### src/rtl/blink_pkg.sv
package blink_pkg;

  typedef enum logic [1:0] {
    DUTY_OFF  = 2'b00,
    DUTY_Q1   = 2'b01,
    DUTY_HALF = 2'b10,
    DUTY_Q3   = 2'b11
  } duty_e;

  typedef struct packed {
    logic  long_period;
    duty_e duty;
  } blink_cfg_t;

endpackage

### src/rtl/bg_reset_sync.sv
module bg_reset_sync #(
  parameter int STAGES = 2
) (
  input  logic clk,
  input  logic arst_n,
  output logic rst_n_o
);

  logic [STAGES-1:0] sync_q;
  logic [STAGES-1:0] sync_d;

  always_comb begin
    sync_d = {sync_q[STAGES-2:0], 1'b1};
  end

  always_ff @(posedge clk or negedge arst_n) begin
    if (!arst_n) sync_q <= '0;
    else         sync_q <= sync_d;
  end

  assign rst_n_o = sync_q[STAGES-1];

endmodule

### src/rtl/bg_vsync_edge.sv
module bg_vsync_edge #(
  parameter int SYNC_STAGES = 2
) (
  input  logic clk,
  input  logic rst_n,
  input  logic vsync_i,
  output logic rise_o
);

  localparam int LEN = SYNC_STAGES + 1;

  logic [LEN-1:0] sh_q;
  logic [LEN-1:0] sh_d;

  always_comb begin
    sh_d = {sh_q[LEN-2:0], vsync_i};
  end

  always_ff @(posedge clk or negedge rst_n) begin
    if (!rst_n) sh_q <= '0;
    else        sh_q <= sh_d;
  end

  assign rise_o = sh_q[SYNC_STAGES-1] & ~sh_q[SYNC_STAGES];

  // one vsync edge gives one step pulse, never two back to back
  a_r1_single_step: assert property (@(posedge clk) disable iff (!rst_n)
    rise_o |=> !rise_o);

endmodule

### src/rtl/bg_frame_counter.sv
module bg_frame_counter #(
  parameter int CNT_W = 6
) (
  input  logic             clk,
  input  logic             rst_n,
  input  logic             step_i,
  input  logic             long_i,
  output logic [CNT_W-1:0] count_o
);

  localparam logic [CNT_W-1:0] LAST_LONG  = CNT_W'((1 << CNT_W) - 1);
  localparam logic [CNT_W-1:0] LAST_SHORT = CNT_W'((1 << (CNT_W - 1)) - 1);

  logic [CNT_W-1:0] cnt_q;
  logic [CNT_W-1:0] cnt_d;
  logic [CNT_W-1:0] last_val;
  logic             cnt_en;

  always_comb begin
    last_val = long_i ? LAST_LONG : LAST_SHORT;
    cnt_en   = step_i;
    if (cnt_q >= last_val) cnt_d = '0;
    else                   cnt_d = cnt_q + 1'b1;
  end

  always_ff @(posedge clk or negedge rst_n) begin
    if (!rst_n)      cnt_q <= '0;
    else if (cnt_en) cnt_q <= cnt_d;
  end

  assign count_o = cnt_q;

  // ordinary step inside the period
  a_r2_step: assert property (@(posedge clk) disable iff (!rst_n)
    (step_i && count_o < last_val) |=> count_o == $past(count_o) + 1'b1);

  // at or past the last value the count wraps to zero
  a_r3_wrap: assert property (@(posedge clk) disable iff (!rst_n)
    (step_i && count_o >= last_val) |=> count_o == '0);

  // no vsync edge, no change
  a_r1_hold: assert property (@(posedge clk) disable iff (!rst_n)
    !step_i |=> $stable(count_o));

endmodule

### src/rtl/bg_duty_compare.sv
module bg_duty_compare
  import blink_pkg::*;
#(
  parameter int CNT_W = 6
) (
  input  logic [CNT_W-1:0] count_i,
  input  blink_cfg_t       cfg_i,
  input  logic             char_blink_i,
  output logic             suppress_o
);

  localparam logic [CNT_W:0] QTR_SHORT = (CNT_W+1)'((1 << (CNT_W - 1)) / 4);
  localparam logic [CNT_W:0] QTR_LONG  = (CNT_W+1)'((1 << CNT_W) / 4);

  logic [CNT_W:0] quarter;
  logic [CNT_W:0] thresh;
  logic           hidden;

  always_comb begin
    quarter = cfg_i.long_period ? QTR_LONG : QTR_SHORT;
    unique case (cfg_i.duty)
      DUTY_Q1:   thresh = quarter;
      DUTY_HALF: thresh = quarter << 1;
      DUTY_Q3:   thresh = quarter + (quarter << 1);
      default:   thresh = '0;
    endcase
    hidden     = (cfg_i.duty != DUTY_OFF) && ({1'b0, count_i} >= thresh);
    suppress_o = hidden & char_blink_i;
  end

endmodule

### src/rtl/vsync_blink_gate.sv
module vsync_blink_gate
  import blink_pkg::*;
#(
  parameter int CNT_W       = 6,
  parameter int SYNC_STAGES = 2,
  parameter int RST_STAGES  = 2
) (
  input  logic       clk,
  input  logic       arst_n,
  input  logic       vsync_i,
  input  logic [2:0] blink_ctrl_i,
  input  logic       char_blink_i,
  output logic       suppress_o
);

  logic             rst_n;
  logic             step;
  logic [CNT_W-1:0] frame_cnt;
  blink_cfg_t       cfg;

  assign cfg = blink_cfg_t'(blink_ctrl_i);

  bg_reset_sync #(.STAGES(RST_STAGES)) u_rst (
    .clk     (clk),
    .arst_n  (arst_n),
    .rst_n_o (rst_n)
  );

  bg_vsync_edge #(.SYNC_STAGES(SYNC_STAGES)) u_edge (
    .clk     (clk),
    .rst_n   (rst_n),
    .vsync_i (vsync_i),
    .rise_o  (step)
  );

  bg_frame_counter #(.CNT_W(CNT_W)) u_cnt (
    .clk     (clk),
    .rst_n   (rst_n),
    .step_i  (step),
    .long_i  (cfg.long_period),
    .count_o (frame_cnt)
  );

  bg_duty_compare #(.CNT_W(CNT_W)) u_cmp (
    .count_i      (frame_cnt),
    .cfg_i        (cfg),
    .char_blink_i (char_blink_i),
    .suppress_o   (suppress_o)
  );

  // duty code 00 never blanks
  a_r5_off_visible: assert property (@(posedge clk) disable iff (!rst_n)
    (cfg.duty == DUTY_OFF) |-> !suppress_o);

  // characters without the attribute are never blanked
  a_r6_no_attr: assert property (@(posedge clk) disable iff (!rst_n)
    !char_blink_i |-> !suppress_o);

  // count zero is always the visible phase
  a_r7_zero_visible: assert property (@(posedge clk) disable iff (!rst_n)
    (frame_cnt == '0) |-> !suppress_o);

endmodule

### config.mk
export PLATFORM = sky130hd
export DESIGN_NAME = vsync_blink_gate
export DESIGN_NICKNAME = d
export VERILOG_FILES = /design/src/rtl/blink_pkg.sv /design/src/rtl/bg_reset_sync.sv /design/src/rtl/bg_vsync_edge.sv /design/src/rtl/bg_frame_counter.sv /design/src/rtl/bg_duty_compare.sv /design/src/rtl/vsync_blink_gate.sv
export SDC_FILE = /design/constraint.sdc
export NUM_CORES = 1
export LEC_CHECK = 0
export ABC_CLOCK_PERIOD_IN_PS = 4700
export CORE_AREA = 2 2 39 41
export CTS_CLUSTER_SIZE = 16
export DETAILED_ROUTE_END_ITERATION = 10
export DIE_AREA = 0 0 41 43
export PLACE_DENSITY = 0.76
export SLEW_MARGIN = 20
export SYNTH_ARGS = -nofsm -noshare
export SYNTH_HDL_FRONTEND = slang
export SYNTH_HIERARCHICAL = 1
export SYNTH_SLANG_ARGS = --single-unit
### constraint.sdc
create_clock -name clk -period 4.7 [get_ports clk]
set_clock_uncertainty 0.15 [all_clocks]
set_input_delay 0.94 -clock clk [delete_from_list [all_inputs] [get_ports clk]]
set_output_delay 0.94 -clock clk [all_outputs]
set_load 0.02 [all_outputs]
==> results.sh, run 1 <==
export IMPL_drc=0
export IMPL_htree_levels=1
export IMPL_synth_top_area_cell="dfrtp_1"
export IMPL_synth_ff_type="dfrtp_1"
export IMPL_postCtsHoldBufs=0
export IMPL_rsz0062_at_grt="no"
export IMPL_core_area_mm2=0.00138
export IMPL_dp_slack_ns=0.710
export IMPL_yosys_top_cells_count="dfrtp_1, ha_1, nand2_1"
export IMPL_drive_gt1_share_pct=15.9
export IMPL_nets=76
export IMPL_cts_sinks=11
export IMPL_clockBufferDepth=2
export IMPL_p_sw_uw=97.6
export IMPL_worstSetupEndpointType="primary output"
export IMPL_die_y_um=43
export IMPL_max_cap_violations=0
export IMPL_yosysMostFrequentCell="dfrtp_1"
export IMPL_leakage_uw=0.000317
export IMPL_firstDrtPassIters=2
export IMPL_drt_iter0_markers=1
export IMPL_dieArea_mm2=0.00176
export IMPL_power_density_mw_per_mm2=420
export IMPL_critPathKind="in -> out"
export IMPL_synth_warnings=6
export IMPL_synthArstFlopShare_pct=100
export IMPL_io_buffers=7
export IMPL_area_growth_pct=19.2
export IMPL_worst_path_max_fanout=4
export IMPL_setup_violations=0
export IMPL_fin_crit_sh_pct=84.5
export IMPL_clock_latency_ns=0.26
export IMPL_worstPathArrival_ns=2.88
export IMPL_netlist_instances=53
export IMPL_crit_required_ns=3.61
export IMPL_fmax_mhz=252
export IMPL_post_cts_buffers=0
export IMPL_synth_seq_cells=11
export IMPL_ir_drop_mv=0.213
export IMPL_pin_count=8
export IMPL_layout_setup_ws_ns=0.728
export IMPL_num_antenna_cells=0
export IMPL_yosysUniqueCellTypes=24
export IMPL_switching_share_pct=33.6
export IMPL_initial_core_util_pct=42.0
export IMPL_fp_row_count=14
export IMPL_slew_violations=0
export IMPL_status="complete, but fails checks"
export IMPL_fin_crit_ns=3.97
export IMPL_ys_seq_area_share_pct=47.4
export IMPL_netlist_area_um2=581
export IMPL_cts_root_buf="clkbuf_4"
export IMPL_cts_resized=0
export IMPL_cts_buffers=3
export IMPL_ys_top_cells_by_area="dfrtp_1, ha_1, mux2i_1, nand2_1, o21ai_0"
export IMPL_grt_pass1_wl_um=1640
export IMPL_clkTransAtPathRegs_ns=0.07
export IMPL_globalplace_congestion=0.763
export IMPL_clockPowerShare_pct=21.3
export IMPL_wl_um=970
export IMPL_tritoncts="done"
export IMPL_final_hold_viol_count=6
export IMPL_grt_pass1_vias=422
export IMPL_grt_remaining_overflow=0
export IMPL_tns_ns=0
export IMPL_final_util_pct=50.0
export IMPL_power_frac_comb_pct=29.8
export IMPL_yosysTopAreaCellShare_pct=47.4
export IMPL_vias=393
export IMPL_routedWlPerCell_um=12.3
export IMPL_antenna_found_initial=0
export IMPL_grt_usage_pct=14.0
export IMPL_hpwl_um=709
export IMPL_synth_edf_count=0
export IMPL_whs_ns=-0.00528
export IMPL_synth_nets=65
export IMPL_p_int_uw=193
export IMPL_worstSetupStartpointType="primary input"
export IMPL_avgSynthCellArea_um2=11.0
export IMPL_via_per_inst=4.97
export IMPL_p_seq_share_pct=48.8
export IMPL_hold_class="reg -> async"
export IMPL_antenna_left=0
export IMPL_die_x_um=41
export IMPL_grt_start_max_net_pins=12
export IMPL_violations="negative hold slack"
[state kept, by name, indices dropped and copies added, names as in the netlist]
register and flops:
u_cnt/count_o 6, u_edge/sh_q 3, u_rst/sync_q 2
[kinds of logic after synthesis]
kind of cell	share of synthesized area (%)
fa+ha+maj	10.8
other cells	0.646
flops	47.4
xor+xnor	1.51
buf+inv	3.45
mux	3.45
compound gates	13.8
simple gates	19.0
[layout by cell type, fill, tap and decap left out, types with 2 or more instances in the layout]
| master | count |
|---|---|
| a21oi_1 | 2 |
| clkbuf_4 | 3 |
| clkdlybuf4s50_1 | 7 |
| dfrtp_1 | 11 |
| ha_1 | 5 |
| inv_1 | 4 |
| mux2i_1 | 2 |
| nand2_1 | 5 |
| nand2b_1 | 2 |
| nor2b_1 | 2 |
| o21ai_0 | 3 |
| o21ai_1 | 2 |
| o22ai_1 | 2 |
[cell type report]
cell class / instances / area, um^2
Inverter: 4 / 15.0
Sequential cell: 11 / 275
Multi-Input combinational cell: 37 / 285
Clock buffer: 4 / 26.3
Fill cell: 132 / 692
Tap cell: 16 / 20.0
Timing Repair Buffer: 7 / 70.1
[per-stage QoR]
| step | total power [uW] | std cells | cell area (um^2) |
|---|---|---|---|
| after floorplan | 201 | 53 | 581 |
| after global placement | 224 | 75 | 666 |
| after detailed placement | 230 | 75 | 666 |
| after CTS | 295 | 79 | 692 |
| after global routing | 316 | 79 | 692 |
| final | 290 | 79 | 692 |
[metal layers]
| metal | up-vias | track usage (%) | part of all wire [%] |
|---|---|---|---|
| met5 | - | 0 | 0 |
| met4 | 0 | 10.0 | 1.2 |
| met3 | 2 | 1.57 | 4.5 |
| met2 | 7 | 22.5 | 48 |
| met1 | 178 | 15.9 | 46 |
| li1 | 206 | - | - |
[worst paths after layout]
kind | startpoint | end | slack (ns) | cells past startpoint
worst max register to register | u_cnt/count_o[0]$_DFFE_PN0P_ | u_cnt/count_o[3]$_DFFE_PN0P_ | 3.08 | 4
worst min-delay path | u_rst/sync_q[1]$_DFF_PN0_ | u_cnt/count_o[2]$_DFFE_PN0P_ | -0.005 | 0
worst max-delay path | blink_ctrl_i[2] | suppress_o | 0.73 | 7
max in group asynchronous | arst_n | u_rst/sync_q[1]$_DFF_PN0_ | 3.60 | 1
worst min register to register | u_rst/sync_q[1]$_DFF_PN0_ | u_cnt/count_o[2]$_DFFE_PN0P_ | -0.005 | 0
min in group clk | u_edge/sh_q[0]$_DFF_PN0_ | u_edge/sh_q[1]$_DFF_PN0_ | 0.20 | 0
[worst max-delay path: stages]
cell and delay, ns:
clkdlybuf4s50_1 0.53, mux2i_1 0.22, ha_1 0.27, nand4b_1 0.11
nor3_2 0.04, o221a_2 0.24, clkdlybuf4s50_1 0.53
[power by group through the flow]
| stage | combinational (uW) | clock, uW | sequential, uW |
|---|---|---|---|
| 2_1_floorplan | 64.0 | 0 | 137 |
| 3_3_place_gp | 81.3 | 0 | 143 |
| 3_5_place_dp | 86.4 | 0 | 144 |
| 4_1_cts | 87.0 | 65.9 | 142 |
| 5_1_grt | 97.3 | 72.5 | 146 |
| 6_report | 86.6 | 62.0 | 142 |
Note: power is estimated with default switching activity, not from simulation.
==> inputs of run 2 (changes only) <==
Settings changed: ABC_CLOCK_PERIOD_IN_PS 4700 to 3200, PLACE_DENSITY 0.76 to 0.78.
Clock period 4.7 ns to 3.2 ns, I/O delays scaled along.
==> run 2 against run 1 <==
Effect of this change: flip-flop and latch count unchanged; via count decreased by 2.5%; power up 43%; design area rose by 1.6%; global-route usage down 1.2 points; clock-buffer cell count unchanged; largest cell class unchanged; highest routed layer is now met3; the run now ends clean; setup slack got worse by 0.58 ns.
==> results.sh, run 2 (synthesis gave the netlist of run 1 again) <==
export IMPL_status="complete, no violations"
export IMPL_layout_common_cells="dfrtp_1, clkdlybuf4s50_1, nand2_1, ha_1, inv_1"
export IMPL_post_cts_buffers=0
export IMPL_grt_usage_pct=12.8
export IMPL_drc=0
export IMPL_clockBufferDepth=2
export IMPL_worstSetupEndpointType="primary output"
export IMPL_leakage_uw=0.000333
export IMPL_worst_r2r_path_depth=4
export IMPL_ir_drop_mv=0.240
export IMPL_hpwl_um=685
export IMPL_clock_latency_ns=0.26
export IMPL_layout_setup_ws_ns=0.146
export IMPL_place_area_um2=666
export IMPL_grt_pass1_vias=383
export IMPL_hold_class="reg -> reg"
export IMPL_htree_levels=1
export IMPL_rsz0062_at_grt="no"
export IMPL_antenna_left=0
export IMPL_initial_core_util_pct=42.0
export IMPL_slew_violations=0
export IMPL_final_common_cell="dfrtp_1"
export IMPL_fmax_mhz=327
export IMPL_worstPathArrival_ns=2.26
export IMPL_num_antenna_cells=0
export IMPL_area_growth_pct=21.1
export IMPL_seqCellArea_um2=275
export IMPL_die_y_um=43
export IMPL_vias=383
export IMPL_final_util_pct=50.8
export IMPL_routedWlPerCell_um=10.6
export IMPL_grt_start_max_net_pins=12
export IMPL_layout_cells_non_filler=80
export IMPL_die_x_um=41
export IMPL_worst_path_max_fanout=3
export IMPL_multiInputGateArea_um2=285
export IMPL_cts_root_buf="clkbuf_4"
export IMPL_dp_cells=75
export IMPL_antenna_found_initial=0
export IMPL_firstDrtPassIters=2
export IMPL_fin_area_um2=703
export IMPL_tritoncts="done"
export IMPL_worstSetupStartpointType="primary input"
export IMPL_via_per_inst=4.79
export IMPL_cts_sinks=11
export IMPL_critPathKind="in -> out"
export IMPL_largest_reg_flops=6
export IMPL_n_fill_cell=130
export IMPL_nets=77
export IMPL_io_buffers=7
export IMPL_wl_um=846
export IMPL_worstHoldPathCells=0
export IMPL_fp_row_count=14
export IMPL_fin_crit_sh_pct=95.4
export IMPL_drive_gt1_share_pct=15.6
export IMPL_fin_crit_ns=3.05
export IMPL_cts_buffers=3
export IMPL_final_hold_viol_count=0
export IMPL_power_total_uw=415
export IMPL_grt_pass1_wl_um=1480
export IMPL_grt_remaining_overflow=0
export IMPL_power_density_mw_per_mm2=590
export IMPL_setup_violations=0
export IMPL_globalplace_congestion=0.709
export IMPL_dp_slack_ns=-0.182
export IMPL_clkTransAtPathRegs_ns=0.06
export IMPL_core_area_mm2=0.00138
export IMPL_dieArea_mm2=0.00176
export IMPL_drt_iter0_markers=3
export IMPL_pin_count=8
export IMPL_crit_required_ns=2.41
export IMPL_max_cap_violations=0
[run 2: cell count changes in the layout (fill, tap and decap cells not counted)]
| cell | before | now |
|---|---|---|
| dlymetal6s2s_1 | 0 | 1 |
| dlygate4sd3_1 | 0 | 1 |
| clkdlybuf4s50_1 | 7 | 5 |
| dlygate4sd2_1 | 0 | 1 |
[run 2: worst paths after layout]
path                                                   start                      endpoint  slack [ns]
worst max-delay path                         blink_ctrl_i[1]                    suppress_o        0.15
worst min-delay path                u_edge/sh_q[0]$_DFF_PN0_      u_edge/sh_q[1]$_DFF_PN0_        0.21
worst max register to register  u_cnt/count_o[0]$_DFFE_PN0P_  u_cnt/count_o[5]$_DFFE_PN0P_        1.60
worst min register to register      u_edge/sh_q[0]$_DFF_PN0_      u_edge/sh_q[1]$_DFF_PN0_        0.21
max in group asynchronous          u_rst/sync_q[1]$_DFF_PN0_  u_cnt/count_o[0]$_DFFE_PN0P_        2.11
min in group asynchronous                             arst_n     u_rst/sync_q[1]$_DFF_PN0_        0.39
[run 2: metal layers]
layer  share of wire, %  track usage [%]  vias to the layer above  wire length, um
met5                  0                0                        -                0
met4                  0             10.0                        0                0
met3                4.0             1.57                        0               34
met2                 48             20.6                        8              408
met1                 48             14.1                      165              404
li1                   -                -                      210                -
[run 2: per-stage QoR]
step	TNS, ns	hold WS, ns
after floorplan	0	-0.0422
after global placement	-0.150	-0.0113
after detailed placement	-0.182	-0.00237
after CTS	0	0.207
after global routing	0	0.210
final	0	0.205
[run 2: where the power goes]
part / total [uW] / switching, uW / internal [uW] / leakage (uW)
logic: 123 / 60.1 / 62.8 / 0.000187
registers: 205 / 35.4 / 169 / 0.000131
clock network: 87.1 / 39.1 / 48.0 / 0.0000150
total: 415 / 135 / 280 / 0.000333
[run 2: what timing repair did]
item / CTS / global route
endpoints found under the setup margin: 1 / 1
resized for setup: 1 / 1
hold buffers: 1 / 0
endpoints found under the hold margin: 9 / 0
[run 2: worst max-delay path: stages]
cell	delay, ns
clkdlybuf4s50_1	0.50
nand2_1	0.06
ha_1	0.31
nand4b_1	0.12
nor3_2	0.12
o221a_2	0.19
dlygate4sd2_1	0.32
[run 2: layout make-up]
type	instances	area share (%)
multi-input cells	37	40.6
repair buffers	8	11.6
well taps	16	2.85
inverters	4	2.14
clock buffers	4	3.74
flip-flops and latches	11	39.1
